File: src/rtl/sysrst_pkg.sv
package sysrst_pkg;

    localparam int NUM_SRC = 8;

    // Cause flag positions
    typedef enum logic [2:0] {
        SRC_PIN    = 3'd0,
        SRC_SOFT   = 3'd1,
        SRC_WWD    = 3'd2,
        SRC_IWD    = 3'd3,
        SRC_LOWPWR = 3'd4,
        SRC_OPTLD  = 3'd5,
        SRC_STBYX  = 3'd6,
        SRC_FWALL  = 3'd7
    } src_e;

    typedef logic [NUM_SRC-1:0] src_vec_t;

    // One low-power entry path: strobe plus its keep option
    typedef struct packed {
        logic entry;
        logic keep;
    } lp_path_t;

    // Decoded outcome of a low-power entry path
    typedef struct packed {
        logic pass;
        logic reset;
    } lp_result_t;

    function automatic lp_result_t lp_decode(lp_path_t p);
        lp_result_t r;
        r.pass  = p.entry & p.keep;
        r.reset = p.entry & ~p.keep;
        return r;
    endfunction

    function automatic src_vec_t src_bit(src_e s, logic on);
        return on ? (src_vec_t'(1) << s) : '0;
    endfunction

endpackage

File: src/rtl/sysrst_pin_filter.sv
module sysrst_pin_filter #(
    parameter int SYNC_STAGES = 2,
    parameter int FILT_CYC    = 2
) (
    input  logic clk,
    input  logic rst,
    input  logic pin_n,
    output logic active
);
    localparam int CW = $clog2(FILT_CYC + 1);
    localparam logic [CW-1:0] FILT_MAX = CW'(FILT_CYC);

    logic [SYNC_STAGES-1:0] sync_q;
    logic                   pin_sync;
    logic [CW-1:0]          low_cnt;

    generate
        if (SYNC_STAGES > 1) begin : g_chain
            always_ff @(posedge clk) begin
                if (rst) sync_q <= '1;
                else     sync_q <= {sync_q[SYNC_STAGES-2:0], pin_n};
            end
        end else begin : g_single
            always_ff @(posedge clk) begin
                if (rst) sync_q <= '1;
                else     sync_q <= pin_n;
            end
        end
    endgenerate

    assign pin_sync = sync_q[SYNC_STAGES-1];

    always_ff @(posedge clk) begin
        if (rst || pin_sync)       low_cnt <= '0;
        else if (low_cnt != FILT_MAX) low_cnt <= low_cnt + 1'b1;
    end

    assign active = (low_cnt == FILT_MAX);

endmodule

File: src/rtl/sysrst_src_decode.sv
module sysrst_src_decode
    import sysrst_pkg::*;
#(
    parameter int DATA_W    = 32,
    parameter int OPTLD_BIT = 18
) (
    input  logic              pin_act,
    input  logic              wwdg_eoc,
    input  logic              iwdg_eoc,
    input  logic              sw_rst_req,
    input  lp_path_t          stby,
    input  lp_path_t          stop,
    input  logic              wr_en,
    input  logic [DATA_W-1:0] wr_data,
    input  logic              stby_exit,
    input  logic              fw_violation,
    output src_vec_t          req,
    output logic              stby_pass,
    output logic              stop_pass
);
    lp_result_t stby_res;
    lp_result_t stop_res;
    logic       opt_launch;
    logic       data_unused;

    assign stby_res    = lp_decode(stby);
    assign stop_res    = lp_decode(stop);
    assign opt_launch  = wr_en & wr_data[OPTLD_BIT];
    assign data_unused = ^wr_data;

    assign stby_pass = stby_res.pass;
    assign stop_pass = stop_res.pass;

    always_comb begin
        req = '0;
        req |= src_bit(SRC_PIN,    pin_act);
        req |= src_bit(SRC_SOFT,   sw_rst_req);
        req |= src_bit(SRC_WWD,    wwdg_eoc);
        req |= src_bit(SRC_IWD,    iwdg_eoc);
        req |= src_bit(SRC_LOWPWR, stby_res.reset | stop_res.reset);
        req |= src_bit(SRC_OPTLD,  opt_launch);
        req |= src_bit(SRC_STBYX,  stby_exit);
        req |= src_bit(SRC_FWALL,  fw_violation);
    end

endmodule

File: src/rtl/sysrst_stretch.sv
module sysrst_stretch #(
    parameter int STRETCH_CYC = 16
) (
    input  logic clk,
    input  logic load,
    output logic rst_out
);
    localparam int CW = $clog2(STRETCH_CYC + 1);
    localparam logic [CW-1:0] LOAD_VAL = CW'(STRETCH_CYC);

    logic [CW-1:0] remain_q;

    always_ff @(posedge clk) begin
        if (load)                remain_q <= LOAD_VAL;
        else if (remain_q != '0) remain_q <= remain_q - 1'b1;
    end

    assign rst_out = (remain_q != '0);

endmodule

File: src/rtl/sysrst_cause_reg.sv
module sysrst_cause_reg
    import sysrst_pkg::*;
(
    input  logic     clk,
    input  logic     por,
    input  logic     clr,
    input  src_vec_t req,
    output src_vec_t flags
);
    generate
        for (genvar i = 0; i < NUM_SRC; i++) begin : g_flag
            always_ff @(posedge clk) begin
                if (por)         flags[i] <= 1'b0;
                else if (req[i]) flags[i] <= 1'b1;
                else if (clr)    flags[i] <= 1'b0;
            end
        end
    endgenerate

endmodule

File: src/rtl/sysrst_ctrl.sv
module sysrst_ctrl
    import sysrst_pkg::*;
#(
    parameter int DATA_W      = 32,
    parameter int OPTLD_BIT   = 18,
    parameter int STRETCH_CYC = 16,
    parameter int FILT_CYC    = 2,
    parameter int SYNC_STAGES = 2
) (
    input  logic               clk,
    input  logic               por_rst,
    input  logic               ext_rst_n,
    input  logic               wwdg_eoc,
    input  logic               iwdg_eoc,
    input  logic               sw_rst_req,
    input  logic               stby_entry,
    input  logic               stby_keep_opt,
    input  logic               stop_entry,
    input  logic               stop_keep_opt,
    input  logic               ctl_wr_en,
    input  logic [DATA_W-1:0]  ctl_wr_data,
    input  logic               stby_exit,
    input  logic               fw_violation,
    input  logic               flag_clr,
    output logic               sys_rst,
    output logic               stby_enter_o,
    output logic               stop_enter_o,
    output logic [NUM_SRC-1:0] cause_flags
);
    logic     pin_act;
    src_vec_t req;
    lp_path_t stby_path;
    lp_path_t stop_path;

    assign stby_path = '{entry: stby_entry, keep: stby_keep_opt};
    assign stop_path = '{entry: stop_entry, keep: stop_keep_opt};

    sysrst_pin_filter #(
        .SYNC_STAGES (SYNC_STAGES),
        .FILT_CYC    (FILT_CYC)
    ) u_pin (
        .clk    (clk),
        .rst    (por_rst),
        .pin_n  (ext_rst_n),
        .active (pin_act)
    );

    sysrst_src_decode #(
        .DATA_W    (DATA_W),
        .OPTLD_BIT (OPTLD_BIT)
    ) u_dec (
        .pin_act      (pin_act),
        .wwdg_eoc     (wwdg_eoc),
        .iwdg_eoc     (iwdg_eoc),
        .sw_rst_req   (sw_rst_req),
        .stby         (stby_path),
        .stop         (stop_path),
        .wr_en        (ctl_wr_en),
        .wr_data      (ctl_wr_data),
        .stby_exit    (stby_exit),
        .fw_violation (fw_violation),
        .req          (req),
        .stby_pass    (stby_enter_o),
        .stop_pass    (stop_enter_o)
    );

    sysrst_stretch #(
        .STRETCH_CYC (STRETCH_CYC)
    ) u_stretch (
        .clk     (clk),
        .load    (por_rst | (|req)),
        .rst_out (sys_rst)
    );

    sysrst_cause_reg u_cause (
        .clk   (clk),
        .por   (por_rst),
        .clr   (flag_clr),
        .req   (req),
        .flags (cause_flags)
    );

endmodule

File: config.mk
export PLATFORM = sky130hd
export DESIGN_NAME = sysrst_ctrl
export DESIGN_NICKNAME = d
export VERILOG_FILES = /design/src/rtl/sysrst_pkg.sv /design/src/rtl/sysrst_pin_filter.sv /design/src/rtl/sysrst_src_decode.sv /design/src/rtl/sysrst_stretch.sv /design/src/rtl/sysrst_cause_reg.sv /design/src/rtl/sysrst_ctrl.sv
export SDC_FILE = /design/constraint.sdc
export NUM_CORES = 1
export LEC_CHECK = 0
export ABC_CLOCK_PERIOD_IN_PS = 2220
export CAP_MARGIN = 20
export CELL_PAD_IN_SITES_DETAIL_PLACEMENT = 1
export CELL_PAD_IN_SITES_GLOBAL_PLACEMENT = 2
export CORE_UTILIZATION = 16
export CTS_CLUSTER_SIZE = 24
export DETAILED_ROUTE_END_ITERATION = 8
export PLACE_DENSITY = 0.84
export SLEW_MARGIN = 20
export SYNTH_ARGS = -nofsm -noshare
export SYNTH_HDL_FRONTEND = slang
export SYNTH_SLANG_ARGS = --single-unit
export TNS_END_PERCENT = 30
File: constraint.sdc
create_clock -name clk -period 2.22 [get_ports clk]
set_input_delay 0.444 -clock clk [delete_from_list [all_inputs] [get_ports clk]]
set_output_delay 0.444 -clock clk [all_outputs]
set_load 0.01 [all_outputs]
== Yosys cells after proc, flatten, opt, wreduce, memory -nomap -nowiden ==
Index checks and enable logic that the tools add are counted.
Word-level totals
  flip-flop bits (word level): 17
  latch bits: 0
  RAM bits: 0
  bits in read-only memories: 0
  input bits: 46
  output and inout port bits: 11
  word-level logic and storage cells: 59
  memories kept: 0
Operators by class
  add/sub/neg operators: 2
  multipliers: 0
  div/mod/pow operators: 0
  $lt $le $gt $ge: 0
  equal/unequal tests: 2
  shift operators: 0
  multiplexer cells: 17
  bitwise operators: 16
  reduce and logical (&&, ||, !) cells: 11
Operators with widths (number)
  OR 8 bit: 7
  nonzero test 2 bit: 8
  2-to-1 mux 1 bit: 10
  2-to-1 mux 8 bit: 1
  OR reduction 8 bit: 1
  2-to-1 mux 7 bit: 1
  2-to-1 mux 6 bit: 1
  bitwise AND 1 bit: 5
  2-to-1 mux 5 bit: 1
  nonzero test 5 bit: 1
  subtractor 5 x 1 -> 5 bit, second input constant: 1
  2-to-1 mux 4 bit: 1
  2-to-1 mux 3 bit: 1
  adder 2 x 1 -> 2 bit, second input constant: 1
  == test 2 bit, second input constant: 1
  2-to-1 mux 2 bit: 1
  != test 2 bit, second input constant: 1
  inverter 1 bit: 2
  OR 1 bit: 2
  logical OR 1 bit: 1

== Longest topological paths before layout ==
Gate-level depths: netlist (run 1).
  word-level depth: 11
  gate-level depth with buffers: 6
  mapped depth without buffers: 5

== Cells and area by module ==
From an unflattened synthesis (run 1), not the netlist that was laid out.
Unflattened totals
  cells, all modules: 90
  area, all modules: 855.8 um2
By module, submodules not included
  sysrst_cause_reg: times used 1, cells each 33, area each 304.0 um2, seq. area each 160.2 um2
  sysrst_stretch: times used 1, cells each 26, area each 281.5 um2, seq. area each 100.1 um2
  sysrst_pin_filter: times used 1, cells each 14, area each 157.7 um2, seq. area each 80.1 um2
  sysrst_src_decode: times used 1, cells each 13, area each 92.6 um2, seq. area each 0.0 um2
  sysrst_ctrl: times used 1, cells each 4, area each 20.0 um2, seq. area each 0.0 um2

== Least setup slack after synthesis (run 1) ==
Ideal clock, no wire load.
  path type: register to register
  start point: register u_pin.low_cnt[0]
  end point: register u_stretch.remain_q[4]
  library setup time: 0.127 ns
  data arrival time: 1.553 ns
  required time: 2.093 ns
  slack: 0.540 ns
  stages on the path, launching flop included: 6
  path buffers: 0
  clock period less this slack: 1.680 ns
  cell sequence: dfxtp_1 > inv_1 > ha_1 > or3_1 > a221o_1 > or3_1
Between the ends
  word-level cells in the longest chain between the ends: 11
Ends and longest elaborated chain
  start, declared: RTL line sysrst_pin_filter.sv:15  | logic [CW-1:0] low_cnt;
  start signal, assigned: RTL line sysrst_pin_filter.sv:35  | else if (low_cnt != FILT_MAX) low_cnt <= low_cnt + 1'b1;
  == test 2 bit: RTL line sysrst_pin_filter.sv:38  | assign active = (low_cnt == FILT_MAX);
  net pin_act: RTL line sysrst_ctrl.sv:30  | logic pin_act;
  2-to-1 mux 1 bit: RTL line sysrst_pkg.sv:39  | return on ? (src_vec_t'(1) << s) : '0;
  OR 8 bit: RTL line sysrst_src_decode.sv:37  | req |= src_bit(SRC_SOFT, sw_rst_req);
  OR 8 bit: RTL line sysrst_src_decode.sv:38  | req |= src_bit(SRC_WWD, wwdg_eoc);
  OR 8 bit: RTL line sysrst_src_decode.sv:39  | req |= src_bit(SRC_IWD, iwdg_eoc);
  OR 8 bit: RTL line sysrst_src_decode.sv:40  | req |= src_bit(SRC_LOWPWR, stby_res.reset | stop_res.reset);
  OR 8 bit: RTL line sysrst_src_decode.sv:41  | req |= src_bit(SRC_OPTLD, opt_launch);
  OR 8 bit: RTL line sysrst_src_decode.sv:42  | req |= src_bit(SRC_STBYX, stby_exit);
  OR 8 bit: RTL line sysrst_src_decode.sv:43  | req |= src_bit(SRC_FWALL, fw_violation);
  OR reduction 8 bit: RTL line sysrst_ctrl.sv:71  | .load (por_rst | (|req)),
  OR 1 bit: RTL line sysrst_ctrl.sv:71
  end signal, assigned: RTL line sysrst_stretch.sv:15  | else if (remain_q != '0) remain_q <= remain_q - 1'b1;
  end, declared: RTL line sysrst_stretch.sv:11  | logic [CW-1:0] remain_q;
The timed path passes the listed nets, and every way through them passes these cells.
A chain may end at the register's enable or synchronous reset.

== Final worst setup path (run 1) ==
  start point: register u_stretch.remain_q[0]
  end point: output port sys_rst
Between the ends
  word-level cells in the longest chain between the ends: 1
Ends and longest elaborated chain
  nonzero test 5 bit: RTL line sysrst_stretch.sv:18  | assign rst_out = (remain_q != '0);
  end, declared: RTL line sysrst_ctrl.sv:25  | output logic sys_rst,
No other way between the ends.

==> results of run 1 <==
## worst max-delay path: stages (launching register included)
cell and delay, ns:
sky130_fd_sc_hd__dfxtp_1 0.33, sky130_fd_sc_hd__inv_1 0.08, sky130_fd_sc_hd__ha_1 0.19, sky130_fd_sc_hd__or4b_4 0.52, sky130_fd_sc_hd__dlygate4sd2_1 0.31
## sequential cells by signal (all words and copies together), names as in the netlist
register and flops:
u_cause.flags 8, u_pin.low_cnt 2, u_pin.sync_q 2, u_stretch.remain_q 5
## cell families (layout without fill, tap and decap cells)
group                      Yosys count  count (layout)
and+or+nand+nor                     31              31
DFF                                 17              17
AOI/OAI and AO/OA                   12              12
buffers and inverters                8              36
adders and majority gates            3               3
xor gates and xnor gates             3               3
muxes                                1               1
## synthesized netlist by cell type, drive strengths merged
cell type   n
a21oi       8
dfxtp      17
nor3b       1
a211oi      1
xor2        2
nand3b      1
mux2        1
nor4        1
or3         2
nand2       4
a2111oi     1
inv         6
or4b        1
nor2       10
nand2b      2
a222oi      1
buf         1
and2        2
clkbuf      1
nor3        5
a221o       1
ha          3
xnor2       1
or2         2
## metal layers
layer | share of wire, % | up-vias | track usage, % | wire length (um)
met2 | 53 | 20 | 16.30 | 868
met5 | 0 | - | 0 | 0
li1 | - | 310 | - | -
met1 | 39 | 291 | 8.044 | 645
met4 | 2.1 | 0 | 4.688 | 34
met3 | 6.1 | 5 | 2.167 | 101
## worst min path at each step
stage,to,slack (ns),cells past startpoint
final,u_pin.sync_q[1],0.41,1
after detailed placement,u_pin.sync_q[1],0.40,1
after CTS,u_pin.sync_q[1],0.41,1
after floorplan,u_pin.sync_q[1],0.39,1
after global routing,u_pin.sync_q[1],0.42,1
after global placement,u_pin.sync_q[1],0.39,1
## through the flow
step	hold slack, ns	instance area (sq um)	util [%]	total power (uW)	setup WS [ns]
finish	0.4094	1047	25.63	629.5	0.09062
global route	0.4222	1047	25.63	665.2	0.01988
detailed placement	0.4000	1003	24.56	411.7	0.1172
CTS	0.4144	1047	25.63	638.8	0.06911
global placement	0.3937	1003	24.56	409.0	0.1334
floorplan	0.3895	698.2	-	356.6	0.5396
## cell type report
type	count	area share [%]
Sequential cell	17	32.50
Multi-Input combinational cell	50	30.59
Timing Repair Buffer	26	24.49
Tap cell	50	5.974
Clock buffer	4	4.301
Inverter	6	2.151
## cells in the final DEF (no fill, tap or decap), drive strengths merged, types with 2 or more instances in the layout
master,netlist,final
a21oi,8,8
and2,2,2
clkbuf,1,4
clkdlybuf4s50,0,24
dfxtp,17,17
ha,3,3
inv,6,6
nand2,4,4
nand2b,2,2
nor2,10,10
nor3,5,5
or2,2,2
or3,2,2
xor2,2,2
## power breakdown
part	switching (uW)	internal, uW
registers	5.70	316
clock network	98.4	127
logic	31.3	50.6
## repair_timing
| action | 4_1_cts | 5_1_grt |
|---|---|---|
| gates resized for setup | 1 | 0 |
| setup endpoints to repair | 1 | 0 |
| endpoints found under the hold margin | 0 | 0 |
==> flow_summary.toml, run 1 <==
[route]
detail_route.wirelength_um = 1650
drt_drc_violations_left = 0
detailedRoute.firstIterationViolations = 7
route.detailed.wl_per_inst_um = 10.78
detail_route.vias_per_cell = 4.092
ant_nets = 0
number_of_vias_in_the_routed_layout = 626
number_of_detailed_route_iterations_in_the_first_pass = 4

[critical_path]
critical_path_required_ns = 1.78
critical_path.startpoint = "u_stretch.remain_q[0]"
endpoint = "sys_rst"
worstPathArrival_ns = 1.69
worstRegToRegCells = 5
r2r-end = "u_stretch.remain_q[4]"
setup.worst_path.end_class = "primary output"
worstSetupPathType = "flop to primary output"
crit_fanout = 5
worst_reg2reg_setup_slack_ns = 0.40
crit-reg2reg-launch = "u_pin.low_cnt[0]"
critical_path.startpoint_type = "flop"

[cells_and_area]
ratio_of_cells_with_drive_above_1_in_the_final_layout_pct = 7.767
diodes = 0
seq_area_sq_um = 340.3
n_fill_cell = 479
multiInputGateArea_sq_um = 320.3
flow.area_growth_from_synthesis_pct = 50.00
final-instance-count-excl-fill = 153
numnets_final = 153

[synth]
post_synth_instance_area_sq_um = 698.2
netlist_instances = 75
post-synth-top-area-fraction_pct = 48.75
synth-compound-area-share_pct = 11.83
post_synth_fa_ha_maj_area_fraction_pct = 5.376
largest_family_of_logic_cells_by_synthesized_area = "simple AND/OR/NAND/NOR gates"
multiplexer_area_fraction_after_synthesis_pct = 1.613
synthSimpleGateAreaFrac_pct = 23.30
synth_seq_area_share_pct = 48.75
yosysTopAreaCell = "sky130_fd_sc_hd__dfxtp_1"
yosys_warnings = 0
synth.area.top_cells = "sky130_fd_sc_hd__dfxtp_1, sky130_fd_sc_hd__a21oi_1, sky130_fd_sc_hd__ha_1, sky130_fd_sc_hd__nor2_1, sky130_fd_sc_hd__nor3_1"
postSynthRegisterBits = 17
synth_cell_types = 24
syn_nets = 124
syn_area_per_cell_sq_um = 9.309
synth_area_in_xor_xnor_pct = 3.763

[floorplanning]
fp_rows = 23
boundaryPins = 57
die_w_um = 68.06
design.die.area_sq_um = 4631
initial_core_util_pct = 17.09
core_area_sq_um = 4086
die_y_um = 68.06

[clock_tree]
cts_max_level = 1
cts_setup_buffers = 0
insertion_delay_ns = 0.25
tritoncts_clock_tree = "done"
tritoncts.num_buffers = 3
cts_buffer_depth = 2
cts_root_buf = "sky130_fd_sc_hd__clkbuf_8"
cts.sink_count = 17
post_cts_hold_buffer_count = 0
clkSlewWorstSetupHoldPaths_ns = 0.06

[global_route]
grt_max_degree = 13
grt_pass1_wl_um = 2911
grt_util_all_layers_pct = 8.486
first_global_vias = 685
antenna_found_initial = 0
gr-total-overflow = 0

[pwr]
power-per-cell-area_nw_per_um2 = 601.1
p_leak_uw = 0.0003994
max-vdd-ir-drop_mv = 0.4208

[placement]
gp_congestion = 0.7073
placement.io_buffers = 25
numPlacedInstances = 149
detailed_place_hpwl_um = 1353

[timing]
worstMarginPinSlew_ns = 0.2647
tns_ns = 0
unrepaired_setup_endpoints_after_global_routing = "no"
timing.fmax_mhz = 469.6
maxSlewHeadroom_pct = 82.22
timing.final.hold_violations = 0
setup_viol = 0
timing.final.crit_share_pct = 95.92
final_max_slew_viol_count = 0
fin_crit_ns = 2.129
timing.clock.skew_ns = 0.005673

[status]
outcome = "finished clean"

[run]
drv_cap = 0

[min_path]
worstHoldStart = "u_pin.sync_q[0]"
worst_min_path_class = "flop to flop"
Note: power is estimated with default switching activity, not from simulation.
==> run 2: changes to the inputs <==
--- a/config.mk
+++ b/config.mk
@@ -12,8 +12,8 @@
 export CORE_UTILIZATION = 16
 export CTS_CLUSTER_SIZE = 24
 export DETAILED_ROUTE_END_ITERATION = 8
+export GPL_ROUTABILITY_DRIVEN = 0
 export PLACE_DENSITY = 0.84
-export SLEW_MARGIN = 20
 export SYNTH_ARGS = -nofsm -noshare
 export SYNTH_HDL_FRONTEND = slang
 export SYNTH_SLANG_ARGS = --single-unit
==> results of run 2 <==
Final layout, timing and power as in run 1 (identical DEF).
==> run 3: changes to the inputs <==
--- a/config.mk
+++ b/config.mk
@@ -6,11 +6,10 @@
 export NUM_CORES = 1
 export LEC_CHECK = 0
 export ABC_CLOCK_PERIOD_IN_PS = 2220
-export CAP_MARGIN = 20
 export CELL_PAD_IN_SITES_DETAIL_PLACEMENT = 1
 export CELL_PAD_IN_SITES_GLOBAL_PLACEMENT = 2
 export CORE_UTILIZATION = 16
-export CTS_CLUSTER_SIZE = 24
+export CTS_CLUSTER_SIZE = 10
 export DETAILED_ROUTE_END_ITERATION = 8
 export GPL_ROUTABILITY_DRIVEN = 0
 export PLACE_DENSITY = 0.84
==> results of run 3 <==
Final layout, timing and power as in run 1 (identical DEF).
